==> config.mk <==
export PLATFORM = sky130hd
export DESIGN_NAME = pwm_multi
export DESIGN_NICKNAME = d
export VERILOG_FILES = /design/src/rtl/pwm_pkg.sv /design/src/rtl/pwm_regfile.sv /design/src/rtl/pwm_channel.sv /design/src/rtl/pwm_multi.sv
export SDC_FILE = /design/constraint.sdc
export NUM_CORES = 2
export LEC_CHECK = 0
export BUFFER_PORTS_ARGS = -buffer_cell sky130_fd_sc_hd__buf_2
export CORE_UTILIZATION = 28
export DETAILED_ROUTE_END_ITERATION = 8
export PLACE_DENSITY = 0.4
export SETUP_SLACK_MARGIN = 0.5
export SYNTH_ARGS = -nofsm -noshare
export SYNTH_HDL_FRONTEND = slang
export SYNTH_SLANG_ARGS = --single-unit
==> constraint.sdc <==
create_clock -name clk -period 13.7 [get_ports clk]
set_input_delay 4.11 -clock clk [delete_from_list [all_inputs] [get_ports clk]]
set_output_delay 4.11 -clock clk [all_outputs]
set_load 0.05 [all_outputs]
==> src/rtl/pwm_pkg.sv <==
package pwm_pkg;

    localparam int NCH = 4;
    localparam int CW  = 30;
    localparam int AW  = 8;
    localparam int DW  = 32;

    localparam logic [AW-1:0] OFS_LOW_BASE = 8'h00;
    localparam logic [AW-1:0] OFS_PER_BASE = 8'h04;
    localparam int            CH_STRIDE    = 8;
    localparam logic [AW-1:0] OFS_POL      = 8'h40;
    localparam logic [AW-1:0] OFS_RUN      = 8'h44;
    localparam logic [AW-1:0] OFS_DONE     = 8'h48;
    localparam logic [AW-1:0] OFS_UPD      = 8'h4C;
    localparam logic [AW-1:0] OFS_OE       = 8'hD0;

    localparam logic [CW-1:0] RST_PER = CW'(2);
    localparam logic [CW-1:0] RST_LOW = CW'(1);
    localparam logic [CW-1:0] MIN_PER = CW'(2);

    typedef struct packed {
        logic [CW-1:0] per;
        logic [CW-1:0] low;
    } wave_cfg_t;

    function automatic logic [CW-1:0] eff_period(input logic [CW-1:0] p);
        return (p < MIN_PER) ? MIN_PER : p;
    endfunction

    function automatic logic [DW-1:0] zext(input logic [CW-1:0] v);
        return {{(DW-CW){1'b0}}, v};
    endfunction

    function automatic logic [AW-1:0] low_addr(input int ch);
        return AW'(int'(OFS_LOW_BASE) + CH_STRIDE * ch);
    endfunction

    function automatic logic [AW-1:0] per_addr(input int ch);
        return AW'(int'(OFS_PER_BASE) + CH_STRIDE * ch);
    endfunction

endpackage

==> src/rtl/pwm_regfile.sv <==
module pwm_regfile
    import pwm_pkg::*;
#(
    parameter int N_CH = NCH
) (
    input  logic                  clk,
    input  logic                  rst,
    input  logic                  wr,
    input  logic [AW-1:0]         addr,
    input  logic [DW-1:0]         wdata,
    output logic [DW-1:0]         rdata,
    input  logic [N_CH-1:0]       done_in,
    output wave_cfg_t [N_CH-1:0]  cfg,
    output logic [N_CH-1:0]       run,
    output logic [N_CH-1:0]       oe,
    output logic [N_CH-1:0]       start_rise,
    output logic [N_CH-1:0]       upd_fall
);

    logic [N_CH-1:0]         pol_q, run_q, upd_q, oe_q;
    logic [N_CH-1:0][CW-1:0] low_q, per_q;

    logic wr_pol, wr_run, wr_upd, wr_oe;
    assign wr_pol = wr && (addr == OFS_POL);
    assign wr_run = wr && (addr == OFS_RUN);
    assign wr_upd = wr && (addr == OFS_UPD);
    assign wr_oe  = wr && (addr == OFS_OE);

    logic unused_hi;
    assign unused_hi = ^wdata[DW-1:CW];

    always_ff @(posedge clk) begin
        if (rst) begin
            pol_q <= '0;
            run_q <= '0;
            upd_q <= '0;
            oe_q  <= '0;
        end else begin
            if (wr_pol) pol_q <= wdata[N_CH-1:0];
            if (wr_run) run_q <= wdata[N_CH-1:0];
            if (wr_upd) upd_q <= wdata[N_CH-1:0];
            if (wr_oe)  oe_q  <= wdata[N_CH-1:0];
        end
    end

    always_ff @(posedge clk) begin
        if (rst) begin
            for (int i = 0; i < N_CH; i++) begin
                low_q[i] <= RST_LOW;
                per_q[i] <= RST_PER;
            end
        end else if (wr) begin
            for (int i = 0; i < N_CH; i++) begin
                if (addr == low_addr(i)) low_q[i] <= wdata[CW-1:0];
                if (addr == per_addr(i)) per_q[i] <= wdata[CW-1:0];
            end
        end
    end

    for (genvar g = 0; g < N_CH; g++) begin : g_ch
        assign start_rise[g] = wr_run & wdata[g] & ~run_q[g];
        assign upd_fall[g]   = wr_upd & ~wdata[g] & upd_q[g];
        assign cfg[g]        = '{per: per_q[g], low: low_q[g]};
    end

    assign run = run_q;
    assign oe  = oe_q;

    always_comb begin
        rdata = '0;
        if (addr == OFS_POL)  rdata = DW'(pol_q);
        if (addr == OFS_RUN)  rdata = DW'(run_q);
        if (addr == OFS_DONE) rdata = DW'(done_in);
        if (addr == OFS_UPD)  rdata = DW'(upd_q);
        if (addr == OFS_OE)   rdata = DW'(oe_q);
        for (int i = 0; i < N_CH; i++) begin
            if (addr == low_addr(i)) rdata = zext(low_q[i]);
            if (addr == per_addr(i)) rdata = zext(per_q[i]);
        end
    end

endmodule

==> src/rtl/pwm_channel.sv <==
module pwm_channel
    import pwm_pkg::*;
(
    input  logic      clk,
    input  logic      rst,
    input  logic      run,
    input  logic      start_rise,
    input  logic      upd_fall,
    input  wave_cfg_t cfg,
    output logic      wave,
    output logic      done
);

    wave_cfg_t     work_q;
    logic [CW-1:0] cnt_q;
    logic          pend_q;
    logic          last;

    assign last = (cnt_q >= (eff_period(work_q.per) - CW'(1)));

    always_ff @(posedge clk) begin
        if (rst) begin
            work_q <= '{per: RST_PER, low: RST_LOW};
            cnt_q  <= '0;
            pend_q <= 1'b0;
            done   <= 1'b0;
        end else begin
            done <= 1'b0;
            if (start_rise) begin
                work_q <= cfg;
                cnt_q  <= '0;
                pend_q <= 1'b0;
            end else if (!run) begin
                cnt_q  <= '0;
                pend_q <= 1'b0;
            end else if (last) begin
                cnt_q  <= '0;
                done   <= 1'b1;
                pend_q <= 1'b0;
                if (pend_q || upd_fall) work_q <= cfg;
            end else begin
                cnt_q <= cnt_q + CW'(1);
                if (upd_fall) pend_q <= 1'b1;
            end
        end
    end

    assign wave = run && (cnt_q >= work_q.low);

endmodule

==> src/rtl/pwm_multi.sv <==
module pwm_multi
    import pwm_pkg::*;
#(
    parameter int N_CH = NCH
) (
    input  logic            clk,
    input  logic            rst,
    input  logic            bus_wr,
    input  logic [7:0]      bus_addr,
    input  logic [31:0]     bus_wdata,
    output logic [31:0]     bus_rdata,
    output logic [N_CH-1:0] pwm_out,
    output logic [N_CH-1:0] pwm_oe
);

    wave_cfg_t [N_CH-1:0] cfg_vec;
    logic [N_CH-1:0] run_vec, oe_vec, done_vec, wave_vec;
    logic [N_CH-1:0] rise_vec, fall_vec;

    pwm_regfile #(.N_CH(N_CH)) u_regs (
        .clk        (clk),
        .rst        (rst),
        .wr         (bus_wr),
        .addr       (bus_addr),
        .wdata      (bus_wdata),
        .rdata      (bus_rdata),
        .done_in    (done_vec),
        .cfg        (cfg_vec),
        .run        (run_vec),
        .oe         (oe_vec),
        .start_rise (rise_vec),
        .upd_fall   (fall_vec)
    );

    for (genvar g = 0; g < N_CH; g++) begin : g_chan
        pwm_channel u_chan (
            .clk        (clk),
            .rst        (rst),
            .run        (run_vec[g]),
            .start_rise (rise_vec[g]),
            .upd_fall   (fall_vec[g]),
            .cfg        (cfg_vec[g]),
            .wave       (wave_vec[g]),
            .done       (done_vec[g])
        );
    end

    assign pwm_oe  = oe_vec & run_vec;
    assign pwm_out = wave_vec & pwm_oe;

endmodule

==> flow_summary_export.csv <==
group,metric,value,unit
timing,max-slew-margin-rel,18.58,%
worst_hold_path,hold_start,"g_chan[2].u_chan.work_q[28]",
clock_network,cts_tree,"done",
timing,drv_slew,0,
routing,ant_nets,0,
outcome,outcome,"complete, but fails checks",
synthesis,seq_area_frac_synth,35.71,%
routing,via_per_inst,5.169,
routing,met1_length,66.21,mm
finish,final_nets,4616,
timing,worstMarginPinSlew,1.190,ns
timing,finalSetupTns,0,ns
timing,rsz0062_at_grt,"false",
routing,vias,31160,
clock_network,ctsLongestPathBuffers,3,
clock_network,cts_setup_buffers,0,
pwr,p_leak,0.01450,µW
synthesis,syn-cell-area,34980,µm²
pwr,power.density,105.5,nW/µm²
critical_path,crit_required,9.59,ns
critical_path,r2r_start,"g_chan[0].u_chan.work_q[45]",
placed_design,port-buffer-count,78,
synthesis,yosysWarningCount,0,
synthesis,synthAdderAreaFrac,8.871,%
outcome,failed_checks,"design-rule violations",
synthesis,syn_area_per_cell,7.890,µm²
critical_path,end_kind,"primary output",
timing,hold_violations,0,
die,core,123800,µm²
worst_hold_path,hp-class,"register to register",
clock_network,clock_latency,0.69,ns
die,start_util,28.25,%
finish,area_delta_synth_final,12.28,%
routing,drt_first_pass_iters,9,
die,ios,83,
finish,layout-drive-gt1-share,6.524,%
timing,finalSetupViolCount,0,
timing,finClkSkew,0.03141,ns
placed_design,place.gp.congestion,0.9430,
timing,finalCriticalPeriod,11.73,ns
critical_path,startpoint_type,"primary input",
global_routing,grt-ovfl-total,0,
synthesis,synth_top_family_by_area,"simple AND/OR/NAND/NOR gates",
routing,wl_met3,7.678,mm
global_routing,grt_max_degree,163,
routing,wl,141.1,mm
clock_network,ctsHoldBuffers,0,
critical_path,cp.arrival,7.62,ns
die,die_y,355.4,µm
synthesis,synth_compound_area_share,13.59,%
clock_network,clk_pin_slew_worst_paths,0.05,ns
routing,wl_per_cell,23.40,µm
routing,top_layer,"met5",
synthesis,synth_simple_gate_area_share,24.91,%
routing,route.met2.wl,62.86,mm
die,rows,129,
clock_network,cts.sinks,624,
global_routing,antenna_found_initial,16,
routing,dr.first_iter.drc_count,2790,
pwr,peakVddDrop,0.09121,mV
synthesis,synth_edf_count,0,
global_routing,grt.total_usage,21.93,%
finish,num-fill-cells,13100,
routing,drc,18,
timing,fmax,0.08524,GHz
timing,min_period_over_period,85.63,%
synthesis,async_flop_share,0,%
die,die_w,355.4,µm
critical_path,critPathMaxFanout,15,
clock_network,htreeDepth,3,
clock_network,cts_buffers,80,
pwr,finalPower,4143,µW
clock_network,root_buffer,"clkbuf_16",
synthesis,postSynthCellCount,4433,
critical_path,crit_start,"bus_addr[2]",
die,die-area,126300,µm²
global_routing,grt_pass1_wl,206.9,mm
synthesis,synth_cell_types,77,
synthesis,synthMuxAreaShare,6.056,%
synthesis,ys_ff_latch,624,
placed_design,hpwl,101.8,mm
critical_path,criticalPathCategory,"primary input to primary output",
global_routing,grt_pass1_vias,29470,
synthesis,synthXorXnorAreaFrac,5.408,%
synthesis,ys.flop_type,"dfxtp_1",
flow_run,cap_violations,0,
clock_network,cts_resized,0,
-- cell families after synthesis --
family | count (synthesis)
AND/OR/NAND/NOR | 1909
AO/OA/AOI/OAI | 756
flip-flops | 624
buffers and inverters | 469
adder cells (fa/ha/maj) | 248
XOR/XNOR | 216
multiplexers | 210
other | 1
-- sequential cells by signal (all words and copies together), names as in the netlist --
register              flops
u_regs.upd_q              4
u_regs.run                4
g_chan.u_chan.cnt_q     120
u_regs.oe                 4
u_regs.cfg              240
g_chan.u_chan.done        4
u_regs.pol_q              4
g_chan.u_chan.work_q    240
g_chan.u_chan.pend_q      4
-- cells in the final DEF, fill, tap and decap left out, types with 66 or more instances in the layout --
cell type  count
or4_1         74
mux2i_1      206
o21ai_0       91
inv_1        149
buf_2         77
a21oi_1      322
xor2_1        97
nand4_1       66
nor2_1       287
a31oi_1       69
ha_1         248
xnor2_1      119
nand2_1     1048
dfxtp_1      623
clkbuf_16     80
nand3_1      140
-- cells in the mapped netlist (all sizes together) (12+ instances only) --
master / instances / area, µm²
xor2: 97 / 849.6
a211oi: 21 / 157.7
nor4: 33 / 227.7
nand3: 142 / 715.7
a31oi: 69 / 431.7
and4: 12 / 105.1
buf: 60 / 360.4
mux2i: 206 / 2062
nor4b: 62 / 549.3
nand2b: 14 / 87.58
o21ai: 91 / 455.4
inv: 150 / 563.0
a21o: 38 / 285.3
dfxtp: 624 / 12490
a22oi: 25 / 187.7
and3: 40 / 250.2
nand2: 1050 / 3941
clkbuf: 258 / 975.9
nor3: 53 / 270.3
nor2: 289 / 1085
or4: 77 / 589.3
ha: 248 / 3103
a221o: 12 / 120.1
nand4: 66 / 412.9
nor2b: 20 / 125.1
xnor2: 119 / 1042
o211ai: 25 / 187.7
o2111ai: 58 / 508.0
o21a: 13 / 97.59
a21oi: 323 / 1617
and2: 13 / 81.33
-- final timing paths --
check,cells after the start,end,slack [ns]
min,2,g_chan[2].u_chan.work_q[28],0.46
max,9,bus_rdata[29],1.97
min reg2reg,2,g_chan[2].u_chan.work_q[28],0.46
max reg2reg,19,g_chan[0].u_chan.work_q[1],6.65
-- power by group --
part,switching [µW],internal [µW]
Clock,881,1330
Combinational,102,15.2
Sequential,1.89,1820
-- final cells by class --
class	instances	area, µm²	area share [%]
antenna	6	15.01	0.03823
timing repair buffer	127	780.7	1.988
sequential	624	12500	31.82
clock inverter	23	349.1	0.8889
clock buffer	118	2335	5.945
multi-input combinational	3341	20670	52.64
inverter	151	574.3	1.462
tap	1637	2048	5.215
-- stage by stage --
stage | hold WS, ns | area, µm² | utilization, % | instances | setup slack (ns)
finish | 0.4555 | 39270 | 31.72 | 6027 | 1.969
CTS | 0.4574 | 39260 | 31.71 | 6021 | 2.083
floorplan | 0.4197 | 34980 | - | 4434 | 2.708
detailed placement | 0.4499 | 36570 | 29.54 | 5880 | 2.106
global placement | 0.4439 | 36570 | 29.54 | 5880 | 2.059
global route | 0.4708 | 39260 | 31.72 | 6023 | 1.785
-- routing by layer --
| layer | track usage [%] | up-vias |
|---|---|---|
| li1 | - | 15280 |
| met1 | 30.64 | 14910 |
| met2 | 34.15 | 783 |
| met3 | 3.364 | 176 |
| met4 | 7.353 | 2 |
| met5 | 0 | - |
-- critical path, stage by stage --
cell,delay [ns]
buf_2,0.30
nor2b_1,0.61
nand2_1,0.41
nor2_1,0.78
a22oi_1,0.20
o21ai_0,0.32
nor2_1,0.08
o21ai_0,0.43
buf_2,0.36
No activity file was read; power rests on OpenSTA's default activity.
